[src/rtl/useq_pkg.sv]
package useq_pkg;

  // Next-address mode codes carried in the sequencer part of a microinstruction
  typedef enum logic [1:0] {
    MODE_FETCH  = 2'd0,
    MODE_DISP   = 2'd1,
    MODE_SEQ    = 2'd2,
    MODE_BRANCH = 2'd3
  } seqMode_e;

  // One-hot source selects passed from control to the datapath
  typedef struct packed {
    logic goFetch;
    logic goDisp;
    logic goSeq;
    logic goBranch;
  } seqStrobe_t;

endpackage

[src/rtl/useq_ctrl.sv]
module useq_ctrl
  import useq_pkg::*;
#(
  parameter int OP_W        = 6,
  parameter int UA_W        = 8,
  parameter int N_COND      = 4,
  parameter int CSEL_W      = $clog2(N_COND),
  parameter int N_DISP      = 6,
  parameter int DISP_BASE   = 'h10,
  parameter int DISP_STRIDE = 8,
  parameter int ILLEGAL_UA  = 'hF0
) (
  input  logic              clk,
  input  logic              rst,
  input  logic [OP_W-1:0]   opcode,
  input  logic [N_COND-1:0] condFlags,
  input  logic [1:0]        seqMode,
  input  logic [CSEL_W-1:0] condSel,
  output seqStrobe_t        strobe,
  output logic [UA_W-1:0]   dispTarget
);

  localparam int N_OPS = 2 ** OP_W;

  // Opcode-to-routine table, one entry per opcode value
  logic [UA_W-1:0] dispRom [N_OPS];

  for (genvar i = 0; i < N_OPS; i++) begin : g_disp
    if (i < N_DISP) begin : g_legal
      assign dispRom[i] = UA_W'(DISP_BASE + i * DISP_STRIDE);
    end else begin : g_illegal
      assign dispRom[i] = UA_W'(ILLEGAL_UA);
    end
  end

  assign dispTarget = dispRom[opcode];

  logic condTrue;
  assign condTrue = condFlags[condSel];

  always_comb begin
    strobe = '0;
    unique case (seqMode_e'(seqMode))
      MODE_FETCH:  strobe.goFetch  = 1'b1;
      MODE_DISP:   strobe.goDisp   = 1'b1;
      MODE_SEQ:    strobe.goSeq    = 1'b1;
      MODE_BRANCH: begin
        strobe.goBranch = condTrue;
        strobe.goSeq    = !condTrue;
      end
      default:     strobe.goFetch  = 1'b1;
    endcase
  end

  // exactly one next-address source is chosen every cycle
  strobe_onehot_chk: assert property (@(posedge clk) disable iff (rst)
    $countones(strobe) == 1);

endmodule

[src/rtl/useq_path.sv]
module useq_path
  import useq_pkg::*;
#(
  parameter int UA_W  = 8,
  parameter int OFF_W = 5
) (
  input  logic             clk,
  input  logic             rst,
  input  seqStrobe_t       strobe,
  input  logic [UA_W-1:0]  dispTarget,
  input  logic [OFF_W-1:0] brOffset,
  output logic [UA_W-1:0]  uPc
);

  localparam int EXT_W = UA_W - OFF_W;

  logic [UA_W-1:0] incAddr;
  logic [UA_W-1:0] offExt;
  logic [UA_W-1:0] brAddr;
  logic [UA_W-1:0] nextPc;

  assign incAddr = uPc + UA_W'(1);
  assign offExt  = {{EXT_W{brOffset[OFF_W-1]}}, brOffset};
  assign brAddr  = uPc + offExt;

  always_comb begin
    nextPc = '0;
    if (strobe.goDisp)   nextPc = dispTarget;
    if (strobe.goSeq)    nextPc = incAddr;
    if (strobe.goBranch) nextPc = brAddr;
  end

  always_ff @(posedge clk) begin
    if (rst) uPc <= '0;
    else     uPc <= nextPc;
  end

  // an increment strobe advances the micro-PC by exactly one
  seq_step_chk: assert property (@(posedge clk) disable iff (rst)
    strobe.goSeq |=> uPc == UA_W'($past(uPc) + 1));

  // a fetch strobe returns the micro-PC to the fetch entry
  fetch_zero_chk: assert property (@(posedge clk) disable iff (rst)
    strobe.goFetch |=> uPc == '0);

endmodule

[src/rtl/useq_top.sv]
module useq_top
  import useq_pkg::*;
#(
  parameter int OP_W        = 6,
  parameter int UA_W        = 8,
  parameter int N_COND      = 4,
  parameter int CSEL_W      = $clog2(N_COND),
  parameter int OFF_W       = 5,
  parameter int N_DISP      = 6,
  parameter int DISP_BASE   = 'h10,
  parameter int DISP_STRIDE = 8,
  parameter int ILLEGAL_UA  = 'hF0
) (
  input  logic              clk,
  input  logic              rst,
  input  logic [OP_W-1:0]   opcode,
  input  logic [N_COND-1:0] condFlags,
  input  logic [1:0]        seqMode,
  input  logic [CSEL_W-1:0] condSel,
  input  logic [OFF_W-1:0]  brOffset,
  output logic [UA_W-1:0]   uAddr
);

  seqStrobe_t      strobe;
  logic [UA_W-1:0] dispTarget;

  useq_ctrl #(
    .OP_W(OP_W), .UA_W(UA_W), .N_COND(N_COND), .CSEL_W(CSEL_W),
    .N_DISP(N_DISP), .DISP_BASE(DISP_BASE), .DISP_STRIDE(DISP_STRIDE),
    .ILLEGAL_UA(ILLEGAL_UA)
  ) u_ctrl (
    .clk(clk), .rst(rst), .opcode(opcode), .condFlags(condFlags),
    .seqMode(seqMode), .condSel(condSel),
    .strobe(strobe), .dispTarget(dispTarget)
  );

  useq_path #(.UA_W(UA_W), .OFF_W(OFF_W)) u_path (
    .clk(clk), .rst(rst), .strobe(strobe), .dispTarget(dispTarget),
    .brOffset(brOffset), .uPc(uAddr)
  );


  illegal_disp_chk: assert property (@(posedge clk) disable iff (rst)
    (seqMode == MODE_DISP && opcode >= OP_W'(N_DISP)) |=> uAddr == UA_W'(ILLEGAL_UA));


  legal_disp_chk: assert property (@(posedge clk) disable iff (rst)
    (seqMode == MODE_DISP && opcode < OP_W'(N_DISP))
      |=> uAddr == UA_W'(DISP_BASE + DISP_STRIDE * $past(opcode)));


  branch_taken_chk: assert property (@(posedge clk) disable iff (rst)
    (seqMode == MODE_BRANCH && condFlags[condSel])
      |=> uAddr == UA_W'($past(uAddr) + {{(UA_W-OFF_W){$past(brOffset[OFF_W-1])}}, $past(brOffset)}));


  branch_fall_chk: assert property (@(posedge clk) disable iff (rst)
    (seqMode == MODE_BRANCH && !condFlags[condSel]) |=> uAddr == UA_W'($past(uAddr) + 1));

endmodule

[config.mk]
export PLATFORM = sky130hd
export DESIGN_NAME = useq_top
export DESIGN_NICKNAME = d
export VERILOG_FILES = /design/src/rtl/useq_pkg.sv /design/src/rtl/useq_ctrl.sv /design/src/rtl/useq_path.sv /design/src/rtl/useq_top.sv
export SDC_FILE = /design/constraint.sdc
export NUM_CORES = 1
export LEC_CHECK = 0
export CAP_MARGIN = 25
export CORE_MARGIN = 1.5
export CORE_UTILIZATION = 47
export CTS_CLUSTER_DIAMETER = 80
export DETAILED_ROUTE_END_ITERATION = 10
export PLACE_DENSITY = 0.77
export REMOVE_ABC_BUFFERS = 1
export SYNTH_ARGS = -nofsm -noshare
export SYNTH_HDL_FRONTEND = slang
export SYNTH_HIERARCHICAL = 1
export SYNTH_SLANG_ARGS = --single-unit
[constraint.sdc]
create_clock -name clk -period 2 [get_ports clk]
set_input_delay 0.4 -clock clk [delete_from_list [all_inputs] [get_ports clk]]
set_output_delay 0.4 -clock clk [all_outputs]
set_load 0.01 [all_outputs]
-- Word level (Yosys, flattened, before mapping)
Memories as Yosys holds them, arrays and structs flattened.
Index checks and enable logic that the tools add are counted.
- bitwise gates (word level): 1
- eq/ne operators: 3
- mux-type cells: 10
- add/sub/neg operators: 2
- $lt $le $gt $ge: 2
- reduce and logical (&&, ||, !) cells: 1
- operator list (kind ; number):
    8-bit 2-to-1 mux ; 5
    8-bit by 1-bit adder with 8-bit output (second input constant) ; 1
    8-bit adder ; 1
    7-bit greater-or-equal comparator (second input constant) ; 1
    6-bit NOT with 7-bit output ; 1
    2-bit equality test (second input constant) ; 2
    2-bit by 3-bit < comparator with 1-bit output (second input constant) ; 1
    1-bit 2-to-1 mux ; 3
    1-bit binary-select mux with 2-bit select ; 1
    2-bit by 1-bit equality test with 1-bit output (second input constant) ; 1
    1-bit case mux with 2 select lines ; 1
    1-bit logical NOT ; 1
- input bits: 21
- memories kept: 1
- ROM bits: 512
- output and inout bits: 8
- register bits after elaboration: 8
- word-level logic and storage cells: 21
- memories (name ; depth ; bits a word ; read ports ; clocked after memory_dff ; write ports ; line ; source):
    (no name shown) ; 64 ; 8 ; 1 ; 0 ; 0 ; useq_ctrl.sv:36 ; assign dispTarget = dispRom[opcode];

-- Depth between registers and ports, before layout
- word-level depth: 7
- mapped depth: 8

-- By module
Netlist, hierarchy kept.
- modules (own cells, without submodules) (module ; times used ; cells each ; seq. area each (um2) ; area an instance (um2)):
    useq_path ; 1 ; 102 ; 160.2 ; 838.3
    useq_ctrl ; 1 ; 21 ; 0.0 ; 131.4

-- Worst setup path before layout
No wires, ideal clock.
- path kind: reg-to-reg
- start point: reg u_path.uPc[0]
- end point: reg u_path.uPc[4]
- cell stages (with the launch flop): 8
- setup time: 0.086 ns
- buffers on the path: 0
- slack: 0.234 ns
- arrival: 1.680 ns
- cell sequence: dfxtp_1 -> ha_1 -> inv_1 -> fa_1 -> nor2b_4 -> o21ai_0 -> a21bo_1 -> a211oi_1
- cells in the longest elaborated chain, start to end: 3
- RTL lines (element ; line ; source):
    from (decl) ; useq_path.sv:12 ; output logic [UA_W-1:0] uPc
    from (signal assigned) ; useq_path.sv:35 ; else uPc <= nextPc;
    8-bit by 1-bit adder with 8-bit output ; useq_path.sv:22 ; assign incAddr = uPc + UA_W'(1);
    8-bit 2-to-1 mux ; useq_path.sv:29 ; if (strobe.goSeq) nextPc = incAddr;
    8-bit 2-to-1 mux (*) ; useq_path.sv:30 ; if (strobe.goBranch) nextPc = brAddr;
Every way passes the cells marked *; elsewhere a longest branch is shown, timed or not.
A chain may end at the register's enable or synchronous reset.

-- Worst setup path in the final report
- start point: in brOffset[0]
- end point: reg u_path.uPc[4]
- cells in the longest elaborated chain, start to end: 2
- RTL lines (element ; line ; source):
    from (decl) ; useq_top.sv:20 ; input logic [OFF_W-1:0] brOffset,
    8-bit adder ; useq_path.sv:24 ; assign brAddr = uPc + offExt;
    8-bit 2-to-1 mux ; useq_path.sv:30 ;
Every way passes these cells.

==> summary.txt <==
GRT
  • Via count of the first global-routing pass: 1117
  • Overall track demand over capacity in global routing: 0.2418
  • GR Overflow Total: 0
  • Number of antenna violations at the first check in global routing: 0
  • Maximum number of pins on one net before global-route repair: 15
  • Global-route wire length before repair: 4595 um

Power and ir drop
  • Leakage: around 0.63 nW
  • Worst vdd ir: 0.0003082 V
  • Power per cell area: around 420 nW/um^2

Floorplanning
  • Initial Util: 0.4974
  • Ports: 29
  • Chip height: 48.34 um
  • Die width: 48.34 um
  • Standard cell core area: 1942 um^2
  • Total number of placement rows: 16
  • DIE AREA: 2336 um^2

Route
  • Number of DRC violations after detailed routing: 0
  • Vias per std cell: 5.528
  • Number of DRC markers after the initial detailed-route iteration: 15
  • Via count of the routed design: 1078
  • Remaining number of nets flagged by the antenna check after routing: 0
  • Avg WL per Cell: 13.76 um
  • Routed wire length: 2684 um
  • TritonRoute pass-1 iters: 4

Synth
  • Cell area after technology mapping: 965.9 um^2
  • Avg Synthesized Cell Area: 7.917 um^2
  • Number of warnings issued by yosys: 6
  • Number of standard cells after synthesis: 122

Clock network
  • Clock net sink count: 8
  • TritonCTS clock tree: built
  • Inserted Clock Buffers: 3
  • Clock root buffer: clkbuf_4
  • Insertion delay to the later sink of the worst-skew pair: between 200 and 300 ps
  • CTS Buffer Depth: 2
  • H-tree Lvls: 1
  • Clock transition at the registers of the reported paths: roughly 60 ps
  • Hold-fix buffers at CTS: 0

Setup path
  • Arrival time at the worst endpoint: roughly 2100 ps
  • Required @ worst endpoint: 2180 ps
  • Setup Crit Path Kind: in -> reg
  • Type of element launching the critical path: input pin
  • Crit path capture type: register
  • Max FO, Critical Path: 3

STA
  • Tcrit/Tclk final: 0.9672
  • Final count of negative-setup-slack endpoints: 0
  • Unrepaired setup endpoints after global routing: yes
  • Final Hold Viols: 0
  • Clock Skews: around 4.6 ps
  • Top achievable clock speed: 516.9 MHz
  • Number of max-slew violations in the final report: 0
  • Min Tclk post-route: 1934 ps

Finish
  • Post-synthesis to final-layout area growth: 49.74%
  • Largest registers: u_path/uPc x8
  • Non-Filler Instances: 195
  • Top register by number of flip-flops: u_path/uPc
  • Post-route core utilization: 0.7448
  • Commonest non-fill, non-tap cell in the layout: clkdlybuf4s50_1
  • Share of post-route cells with drive strength above 1: 0.2083
  • Antenna diodes: 0
  • # fillers: 146
  • Max FFs per register: 8
  • Leading cell types in the layout, fill and taps excluded: 26 x clkdlybuf4s50_1, 20 x buf_4, 11 x nand2_1
  • Nets: 200

Place
  • HPWL after DPL: between 2000 and 2500 um
  • Placed Cells: 191
  • RePlAce Congestion: between 0.8 and 0.9
  • Number of port buffers: 28

Hold path
  • Path type of the worst min-delay path: reg -> reg

Run status
  • Outcome: finished clean

Run
  • Max cap viols: 0
## cell type report
type                       count  area, um^2  share of cell area
clock buffer                   3       22.52             0.01557
sequential                     8       160.2              0.1107
inverter                       7       26.28             0.01817
timing repair buffer          49       442.9              0.3062
tap                           27       33.78             0.02336
multi-input combinational    101       760.7              0.5260
## routing by layer
layer,up-vias,track usage,part of all wire
li1,547,-,-
met1,498,0.2934,0.45
met2,31,0.4213,0.49
met3,2,0.05864,0.062
met4,0,0.07619,0.0030
met5,-,0,0
## through the flow
step | power (mW) | hold WS, ps | cell area (um^2) | TNS, ps | setup slack (ps)
after floorplan | 0.3224 | 469.1 | 919.6 | 0 | 100.8
after global placement | 0.4567 | 641.8 | 1384 | -1218 | -294.0
after detailed placement | 0.4657 | 675.9 | 1384 | -1498 | -363.6
after CTS | 0.5987 | 689.6 | 1413 | 0 | 31.67
after global routing | 0.6480 | 746.9 | 1446 | -44.99 | -25.47
final | 0.6058 | 704.5 | 1446 | 0 | 65.55
## what timing repair did
item / 4_1_cts / 5_1_grt
pin swaps: 0 / 2
buffers inserted: 0 / 1
setup endpoints to repair: 4 / 3
gates resized for setup: 3 / 6
## final timing paths
kind / slack [ps] / endpoint / cells after the start / start
hold reg to reg: 700 / u_path/uPc[0] / 3 / u_path/uPc[0]
hold / removal: 700 / u_path/uPc[0] / 3 / u_path/uPc[0]
setup reg to reg: 180 / u_path/uPc[5] / 5 / u_path/uPc[1]
setup / recovery: 70 / u_path/uPc[4] / 8 / brOffset[0]
## critical path, stage by stage
cell and delay [ps]:
clkdlybuf4s50_1 400, ha_2 210, inv_1 80, fa_2 240
nor2b_4 50, o31ai_2 270, a21bo_1 260, a211oi_2 200
## report_power, final
| group | switching, mW | total (mW) | leakage, nW | internal [mW] |
|---|---|---|---|---|
| sequential | 0.0158 | 0.188 | 0.0657 | 0.172 |
| clock | 0.0589 | 0.128 | 0.0138 | 0.0690 |
| combinational | 0.126 | 0.290 | 0.555 | 0.165 |
Note: power is estimated with default switching activity, not from simulation.
